==> config.mk <==
export PLATFORM = sky130hd
export DESIGN_NAME = mem_access_guard
export DESIGN_NICKNAME = d
export VERILOG_FILES = /design/src/rtl/mag_pkg.sv /design/src/rtl/mag_region_file.sv /design/src/rtl/mag_region_match.sv /design/src/rtl/mag_decide.sv /design/src/rtl/mem_access_guard.sv
export SDC_FILE = /design/constraint.sdc
export NUM_CORES = 1
export LEC_CHECK = 0
export BUFFER_PORTS_ARGS = -buffer_cell sky130_fd_sc_hd__buf_2
export CELL_PAD_IN_SITES_DETAIL_PLACEMENT = 1
export CELL_PAD_IN_SITES_GLOBAL_PLACEMENT = 2
export CORE_UTILIZATION = 46
export DETAILED_ROUTE_END_ITERATION = 10
export PLACE_DENSITY = 0.9
export SLEW_MARGIN = 15
export SYNTH_ARGS = -nofsm -noshare
export SYNTH_HDL_FRONTEND = slang
export SYNTH_HIERARCHICAL = 1
export SYNTH_SLANG_ARGS = --single-unit
==> constraint.sdc <==
create_clock -name clk -period 12.7 [get_ports clk]
set_input_delay 0.635 -clock clk [delete_from_list [all_inputs] [get_ports clk]]
set_output_delay 0.635 -clock clk [all_outputs]
set_load 0.01 [all_outputs]
==> src/rtl/mag_pkg.sv <==
package mag_pkg;

  typedef enum logic [1:0] {
    ACC_READ  = 2'd0,
    ACC_WRITE = 2'd1,
    ACC_FETCH = 2'd2
  } acc_kind_e;

  typedef enum logic [2:0] {
    CAUSE_NONE    = 3'd0,
    CAUSE_NOMATCH = 3'd1,
    CAUSE_PERM    = 3'd2,
    CAUSE_XN      = 3'd3,
    CAUSE_OVERLAP = 3'd4
  } flt_cause_e;

  // Permission code bits: [1] = writable, [0] = open to unprivileged code
  localparam int PERM_W     = 2;
  localparam int PERM_RW_B  = 1;
  localparam int PERM_ANY_B = 0;

endpackage

==> src/rtl/mag_region_file.sv <==
module mag_region_file #(
  parameter int N_REG    = 8,
  parameter int FLD_W    = 27,
  parameter int IDX_W    = 3
) (
  input  logic                                  clk,
  input  logic                                  rst_n,
  input  logic                                  cfg_we,
  input  logic                                  cfg_priv,
  input  logic [IDX_W-1:0]                      cfg_idx,
  input  logic [FLD_W-1:0]                      cfg_base,
  input  logic [FLD_W-1:0]                      cfg_limit,
  input  logic                                  cfg_en,
  input  logic [mag_pkg::PERM_W-1:0]            cfg_perm,
  input  logic                                  cfg_xn,
  input  logic                                  cfg_pxn,
  input  logic                                  cfg_dflt_we,
  input  logic                                  cfg_dflt_en,
  output logic [N_REG-1:0][FLD_W-1:0]           rg_base,
  output logic [N_REG-1:0][FLD_W-1:0]           rg_limit,
  output logic [N_REG-1:0]                      rg_en,
  output logic [N_REG-1:0][mag_pkg::PERM_W-1:0] rg_perm,
  output logic [N_REG-1:0]                      rg_xn,
  output logic [N_REG-1:0]                      rg_pxn,
  output logic                                  dflt_en
);

  logic entry_wr_ok;
  logic dflt_wr_ok;
  logic dflt_en_q, dflt_en_d;

  assign entry_wr_ok = cfg_we && cfg_priv;
  assign dflt_wr_ok  = cfg_dflt_we && cfg_priv;

  for (genvar gi = 0; gi < N_REG; gi++) begin : g_entry
    logic                       sel;
    logic [FLD_W-1:0]           base_q, base_d;
    logic [FLD_W-1:0]           limit_q, limit_d;
    logic                       en_q, en_d;
    logic [mag_pkg::PERM_W-1:0] perm_q, perm_d;
    logic                       xn_q, xn_d;
    logic                       pxn_q, pxn_d;

    assign sel = entry_wr_ok && (cfg_idx == IDX_W'(gi));

    always_comb begin
      base_d  = base_q;
      limit_d = limit_q;
      en_d    = en_q;
      perm_d  = perm_q;
      xn_d    = xn_q;
      pxn_d   = pxn_q;
      if (sel) begin
        base_d  = cfg_base;
        limit_d = cfg_limit;
        en_d    = cfg_en;
        perm_d  = cfg_perm;
        xn_d    = cfg_xn;
        pxn_d   = cfg_pxn;
      end
    end

    always_ff @(posedge clk or negedge rst_n) begin
      if (!rst_n) begin
        base_q  <= '0;
        limit_q <= '0;
        en_q    <= 1'b0;
        perm_q  <= '0;
        xn_q    <= 1'b0;
        pxn_q   <= 1'b0;
      end else if (sel) begin
        base_q  <= base_d;
        limit_q <= limit_d;
        en_q    <= en_d;
        perm_q  <= perm_d;
        xn_q    <= xn_d;
        pxn_q   <= pxn_d;
      end
    end

    assign rg_base[gi]  = base_q;
    assign rg_limit[gi] = limit_q;
    assign rg_en[gi]    = en_q;
    assign rg_perm[gi]  = perm_q;
    assign rg_xn[gi]    = xn_q;
    assign rg_pxn[gi]   = pxn_q;
  end

  always_comb begin
    dflt_en_d = dflt_en_q;
    if (dflt_wr_ok) dflt_en_d = cfg_dflt_en;
  end

  always_ff @(posedge clk or negedge rst_n) begin
    if (!rst_n)          dflt_en_q <= 1'b0;
    else if (dflt_wr_ok) dflt_en_q <= dflt_en_d;
  end

  assign dflt_en = dflt_en_q;

  AST_CFG_UNPRIV_NO_EFFECT: assert property (@(posedge clk) disable iff (!rst_n)
    !cfg_priv |=> ($stable(rg_en) && $stable(rg_perm) && $stable(rg_base) &&
                   $stable(rg_limit) && $stable(rg_xn) && $stable(rg_pxn) &&
                   $stable(dflt_en)));

  AST_CFG_WRITE_LANDS: assert property (@(posedge clk) disable iff (!rst_n)
    (cfg_we && cfg_priv) |=> (rg_en[$past(cfg_idx)] == $past(cfg_en)));

endmodule

==> src/rtl/mag_region_match.sv <==
module mag_region_match #(
  parameter int N_REG = 8,
  parameter int FLD_W = 27
) (
  input  logic [FLD_W-1:0]                      addr_fld,
  input  logic [N_REG-1:0][FLD_W-1:0]           rg_base,
  input  logic [N_REG-1:0][FLD_W-1:0]           rg_limit,
  input  logic [N_REG-1:0]                      rg_en,
  input  logic [N_REG-1:0][mag_pkg::PERM_W-1:0] rg_perm,
  input  logic [N_REG-1:0]                      rg_xn,
  input  logic [N_REG-1:0]                      rg_pxn,
  output logic [N_REG-1:0]                      hit,
  output logic                                  any_hit,
  output logic                                  multi_hit,
  output logic [mag_pkg::PERM_W-1:0]            sel_perm,
  output logic                                  sel_xn,
  output logic                                  sel_pxn
);

  for (genvar gi = 0; gi < N_REG; gi++) begin : g_cmp
    logic ge_base, le_limit;
    assign ge_base  = (addr_fld >= rg_base[gi]);
    assign le_limit = (addr_fld <= rg_limit[gi]);
    assign hit[gi]  = rg_en[gi] && ge_base && le_limit;
  end

  assign any_hit   = |hit;
  assign multi_hit = |(hit & (hit - N_REG'(1)));

  // One-hot select of the hit window's attributes; only meaningful
  // when exactly one window hits.
  always_comb begin
    sel_perm = '0;
    sel_xn   = 1'b0;
    sel_pxn  = 1'b0;
    for (int i = 0; i < N_REG; i++) begin
      if (hit[i]) begin
        sel_perm = sel_perm | rg_perm[i];
        sel_xn   = sel_xn   | rg_xn[i];
        sel_pxn  = sel_pxn  | rg_pxn[i];
      end
    end
  end

endmodule

==> src/rtl/mag_decide.sv <==
module mag_decide (
  input  mag_pkg::acc_kind_e            kind,
  input  logic                          priv,
  input  logic                          any_hit,
  input  logic                          multi_hit,
  input  logic [mag_pkg::PERM_W-1:0]    sel_perm,
  input  logic                          sel_xn,
  input  logic                          sel_pxn,
  input  logic                          dflt_en,
  output logic                          grant,
  output mag_pkg::flt_cause_e           cause
);
  import mag_pkg::*;

  logic is_fetch, is_write, xn_block, perm_block;

  assign is_fetch   = (kind == ACC_FETCH);
  assign is_write   = (kind == ACC_WRITE);
  assign xn_block   = is_fetch && (sel_xn || (sel_pxn && priv));
  assign perm_block = (!priv && !sel_perm[PERM_ANY_B]) ||
                      (is_write && !sel_perm[PERM_RW_B]);

  always_comb begin
    grant = 1'b0;
    cause = CAUSE_NONE;
    if (multi_hit) begin
      cause = CAUSE_OVERLAP;
    end else if (any_hit) begin
      if (xn_block)        cause = CAUSE_XN;
      else if (perm_block) cause = CAUSE_PERM;
      else                 grant = 1'b1;
    end else if (dflt_en && priv) begin
      grant = 1'b1;
    end else begin
      cause = CAUSE_NOMATCH;
    end
  end

endmodule

==> src/rtl/mem_access_guard.sv <==
module mem_access_guard #(
  parameter int N_REG    = 8,
  parameter int ADDR_W   = 32,
  parameter int GRAN_LOG = 5,
  localparam int FLD_W   = ADDR_W - GRAN_LOG,
  localparam int IDX_W   = (N_REG > 1) ? $clog2(N_REG) : 1
) (
  input  logic              clk,
  input  logic              rst_n,
  input  logic              req_valid,
  input  logic [ADDR_W-1:0] req_addr,
  input  logic [1:0]        req_kind,
  input  logic              req_priv,
  input  logic              flt_clr,
  input  logic              cfg_we,
  input  logic              cfg_priv,
  input  logic [IDX_W-1:0]  cfg_idx,
  input  logic [FLD_W-1:0]  cfg_base,
  input  logic [FLD_W-1:0]  cfg_limit,
  input  logic              cfg_en,
  input  logic [1:0]        cfg_perm,
  input  logic              cfg_xn,
  input  logic              cfg_pxn,
  input  logic              cfg_dflt_we,
  input  logic              cfg_dflt_en,
  output logic              resp_valid,
  output logic              resp_grant,
  output logic [2:0]        resp_cause,
  output logic              flt_valid,
  output logic [ADDR_W-1:0] flt_addr,
  output logic [1:0]        flt_kind,
  output logic [2:0]        flt_cause
);
  import mag_pkg::*;

  logic [N_REG-1:0][FLD_W-1:0]  rg_base, rg_limit;
  logic [N_REG-1:0]             rg_en, rg_xn, rg_pxn;
  logic [N_REG-1:0][PERM_W-1:0] rg_perm;
  logic                         dflt_en;

  logic [N_REG-1:0]  hit;
  logic              any_hit, multi_hit, sel_xn, sel_pxn;
  logic [PERM_W-1:0] sel_perm;

  acc_kind_e  kind;
  logic       dec_grant;
  flt_cause_e dec_cause;

  mag_region_file #(.N_REG(N_REG), .FLD_W(FLD_W), .IDX_W(IDX_W)) u_file (
    .clk, .rst_n, .cfg_we, .cfg_priv, .cfg_idx, .cfg_base, .cfg_limit,
    .cfg_en, .cfg_perm, .cfg_xn, .cfg_pxn, .cfg_dflt_we, .cfg_dflt_en,
    .rg_base, .rg_limit, .rg_en, .rg_perm, .rg_xn, .rg_pxn, .dflt_en
  );

  mag_region_match #(.N_REG(N_REG), .FLD_W(FLD_W)) u_match (
    .addr_fld (req_addr[ADDR_W-1:GRAN_LOG]),
    .rg_base, .rg_limit, .rg_en, .rg_perm, .rg_xn, .rg_pxn,
    .hit, .any_hit, .multi_hit, .sel_perm, .sel_xn, .sel_pxn
  );

  assign kind = acc_kind_e'(req_kind);

  mag_decide u_decide (
    .kind, .priv (req_priv), .any_hit, .multi_hit, .sel_perm, .sel_xn,
    .sel_pxn, .dflt_en, .grant (dec_grant), .cause (dec_cause)
  );

  // Response register
  logic       rv_q, rv_d, rg_q, rg_d;
  logic [2:0] rc_q, rc_d;

  always_comb begin
    rv_d = req_valid;
    rg_d = req_valid && dec_grant;
    rc_d = req_valid ? 3'(dec_cause) : 3'd0;
  end

  always_ff @(posedge clk or negedge rst_n) begin
    if (!rst_n) begin
      rv_q <= 1'b0;
      rg_q <= 1'b0;
      rc_q <= '0;
    end else begin
      rv_q <= rv_d;
      rg_q <= rg_d;
      rc_q <= rc_d;
    end
  end

  // Fault record
  logic              fv_q, fv_d;
  logic [ADDR_W-1:0] fa_q, fa_d;
  logic [1:0]        fk_q, fk_d;
  logic [2:0]        fc_q, fc_d;
  logic              new_flt, capture, rec_en;

  assign new_flt = req_valid && !dec_grant;
  assign capture = new_flt && (!fv_q || flt_clr);
  assign rec_en  = capture || flt_clr;

  always_comb begin
    fv_d = fv_q;
    fa_d = fa_q;
    fk_d = fk_q;
    fc_d = fc_q;
    if (capture) begin
      fv_d = 1'b1;
      fa_d = req_addr;
      fk_d = req_kind;
      fc_d = 3'(dec_cause);
    end else if (flt_clr) begin
      fv_d = 1'b0;
    end
  end

  always_ff @(posedge clk or negedge rst_n) begin
    if (!rst_n) begin
      fv_q <= 1'b0;
      fa_q <= '0;
      fk_q <= '0;
      fc_q <= '0;
    end else if (rec_en) begin
      fv_q <= fv_d;
      fa_q <= fa_d;
      fk_q <= fk_d;
      fc_q <= fc_d;
    end
  end

  assign resp_valid = rv_q;
  assign resp_grant = rg_q;
  assign resp_cause = rc_q;
  assign flt_valid  = fv_q;
  assign flt_addr   = fa_q;
  assign flt_kind   = fk_q;
  assign flt_cause  = fc_q;

  AST_GRANT_NEEDS_VALID: assert property (@(posedge clk) disable iff (!rst_n)
    resp_grant |-> (resp_valid && resp_cause == 3'd0));

  AST_REQ_GETS_VERDICT: assert property (@(posedge clk) disable iff (!rst_n)
    req_valid |=> resp_valid);

  AST_OVERLAP_FAULTS: assert property (@(posedge clk) disable iff (!rst_n)
    (req_valid && multi_hit) |=> (!resp_grant && resp_cause == 3'd4));

  AST_UNPRIV_NOMATCH: assert property (@(posedge clk) disable iff (!rst_n)
    (req_valid && !any_hit && !req_priv) |=> (resp_valid && !resp_grant));

  AST_WRITE_RO_BLOCKED: assert property (@(posedge clk) disable iff (!rst_n)
    (req_valid && kind == ACC_WRITE && any_hit && !multi_hit &&
     !sel_perm[PERM_RW_B]) |=> !resp_grant);

  AST_XN_BLOCKS_FETCH: assert property (@(posedge clk) disable iff (!rst_n)
    (req_valid && kind == ACC_FETCH && $onehot0(hit) && any_hit && sel_xn)
      |=> (resp_cause == 3'd3));

  AST_FLT_HOLD: assert property (@(posedge clk) disable iff (!rst_n)
    (flt_valid && !flt_clr) |=> (flt_valid && $stable(flt_addr) &&
                                 $stable(flt_cause) && $stable(flt_kind)));

endmodule

==> run metrics <==
share of cells above drive strength 1 25.0%; area share of the leading cell type in the synthesized netlist 42.4%; Reg2Reg Depth 14; grt ovf 0; dominant cell type by area after synthesis dfrtp_1; Clock Sinks 516; Area contributors post-synth dfrtp_1 42%, ha_1 18%, mux2_2 16%; number of CTS-inserted buffers 59; top_reg_cell synth dfrtp_1; initial antenna violation count 5; gr usage total 28.9%; clk slew on worst S/H paths 60 ps; CTS tree done; largest net degree at the start of global routing 123; Clock Skews 31.2 ps; end point of the critical path flt_addr[24]; P_sw 1950 uW; Reg2Reg Capture Point flt_addr[24]; Relative slew margins 25.5%; routability cong. 0.906; delay-heaviest family, CP compound AO/OA/AOI/OAI gates; Comb pwr share 31.2%; number of synthesized flops with an enable pin 0; Ys Warns 6; asr flop ratio synth 100%; max incr delay on CP 850 ps; Skew-Pair Late Insertion Delay 650 ps; syn avg cell area 11.4 um2; DRC violations left 0; critical path cell sequence buf_2 -> inv_1 -> ha_1 -> nor2b_1 -> o211ai_1 -> a21oi_2 -> a2111oi_1 -> o311ai_4 -> a211oi_2 -> or4_4 -> nor3_1 -> o32ai_1 -> and4b_1 -> nand2b_1 -> a21oi_4 -> buf_4 -> mux2_2; Worst path depth 17; Initial DRC Count 1100; Post-CTS Setup Inserts 0; crit end category register; nets 3346; DR pass1 iterations 5; Setup CP Type in -> reg; Cell Rows 93; Reg2Reg Setup Slack 6940 ps; pwr dens 173 nW/um2; min-delay worst type in -> async; worst-margin pin slew 1110 ps; CTS root buf clkbuf_16; area grow syn2layout 11.1%; switching share of power 33.5%; Req. time, crit path 13210 ps; sequential share of power 39.4%; Synth cell types 79; total number of vias 21568; Tcrit/Tclk final 46.7%; post_cts resized 0; placed cell area 31900 um2; design area 33800 um2; crit path time final 5940 ps; antenna-violating nets left 0; clk buf depth 3; startpoint types input pin; sequential fraction of the synthesis area 42.4%; I/O Buffers 147; Setup violations, final 0; crit path max fanout 26; slowest stage cell, crit path a2111oi_1; CP arrival 6450 ps; Slew Viols, Final 0; vias in the first global route 24304; hold_buf cts 0; via/cell ratio 5.82; status finished, final reports clean; initial core utilization 46.9%; syn nets 3202; Worst Path Buf+Inv 3; WL/cell 25.7 um; Final Hold Viols 0; H-tree Lvls 2; synthesized instance count 2665; Max Fclk 168 MHz; die height 259 um; CP startpoint req_addr[5]; Max Cap Viol 0; first-pass GRT wire length 147000 um; internal power 3880 uW; IO Count 148; RSZ-0062 raised after global routing no; HPWL after DPL 67300 um; top post-synthesis cells by count 516 x dfrtp_1, 432 x ha_1, 430 x mux2_2, 425 x inv_1, 127 x a21oi_1; clock share of power 29.4%; most frequent cell after synthesis dfrtp_1; LEAKAGE 0.0165 uW; reg-to-reg startpoint u_file/g_entry[0].base_q[22]; final WL 95200 um; area of the mapped netlist 30400 um2; maximum vdd drop 0.115 mV; post-synthesis register bit count 516; Die Footprint 67200 um2; setup TNS 0 ps; Core ar. 64900 um2; Die W 259 um
==> worst register-to-register path: cells and delay by family, from the launching register on <==
family          cells  cell delay (ps)
buf+inv             2              630
flops               1              340
mux                 1              430
compound gates      3             1520
fa+ha+maj           1              330
simple gates        7             2390
==> flip-flops by register name, summed over array words and instances, names as in the netlist, 2 cells and up <==
register	count
flt_addr	32
resp_cause	3
u_file/g_entry.limit_q	216
flt_kind	2
u_file/g_entry.base_q	216
u_file/g_entry.pxn_q	8
u_file/g_entry.en_q	8
u_file/g_entry.perm_q	16
u_file/g_entry.xn_q	8
flt_cause	3
==> cell families (layout without fill, tap and decap cells) <==
kind of cell,Yosys count,after routing,synth area share (%)
compound gates,381,381,8.16
fa+ha+maj,433,433,17.8
buf+inv,504,689,6.97
flops,516,516,42.4
mux,511,511,18.9
other cells,0,1,0
simple gates,320,320,5.74
==> final cells by class <==
| cell class | instances | area, um2 |
|---|---|---|
| Tap cell | 855 | 1070 |
| Antenna cell | 1 | 2.50 |
| Clock inverter | 14 | 208 |
| Clock buffer | 88 | 1710 |
| Fill cell | 6824 | 31100 |
| Timing Repair Buffer | 162 | 858 |
| Inverter | 425 | 1600 |
| Multi-Input combinational cell | 1645 | 15500 |
| Sequential cell | 516 | 12900 |
==> metal layers <==
metal  track usage [%]  share of wire [%]
met1              36.3                 43
met2              50.1                 49
met3              3.65                3.7
met4              12.3                4.3
met5                 0              0.044
==> worst min-delay path by stage <==
stage / from / to / slack (ps) / cells past startpoint
after detailed placement: u_file/g_entry[3].base_q[18] / u_file/g_entry[3].base_q[18] / 480 / 1
final: rst_n / u_file/g_entry[3].base_q[22] / 120 / 1
after CTS: rst_n / u_file/g_entry[1].base_q[19] / 140 / 1
after global placement: u_file/g_entry[7].base_q[22] / u_file/g_entry[7].base_q[22] / 470 / 1
after global routing: req_valid / resp_valid / 180 / 1
after floorplan: rst_n / flt_addr[0] / 340 / 0
==> cells in the final DEF, fill, tap and decap left out, types with 14 or more instances in the layout <==
cell type / instances
mux2_1: 80
clkbuf_16: 59
a21oi_1: 127
dfrtp_1: 516
o211ai_1: 14
a21o_1: 56
ha_1: 432
o21ai_0: 71
a211oi_1: 36
nand3_1: 40
buf_4: 15
nor3_1: 17
inv_1: 425
nand2_1: 64
mux2_2: 430
buf_2: 146
nand4_1: 60
clkbuf_1: 17
nor2_1: 48
==> power by group through the flow <==
stage | Clock, uW | Combinational (uW) | Sequential, uW
2_1_floorplan | 0 | 1180 | 2270
3_3_place_gp | 0 | 1650 | 2290
5_1_grt | 1810 | 2010 | 2350
3_5_place_dp | 0 | 1780 | 2320
6_report | 1720 | 1820 | 2300
4_1_cts | 1750 | 1810 | 2300
==> metrics by stage <==
step	hold WS [ps]	utilization (%)	std cells	setup WS (ps)	power [uW]
after detailed placement	477	49.1	3603	6190	4110
after global routing	184	52.1	3705	6560	6160
after floorplan	339	-	2665	8010	3450
after CTS	138	52.1	3705	6850	5860
after global placement	467	49.1	3603	6220	3940
final	117	52.1	3706	6760	5840
(Power assumes the default switching activity.)
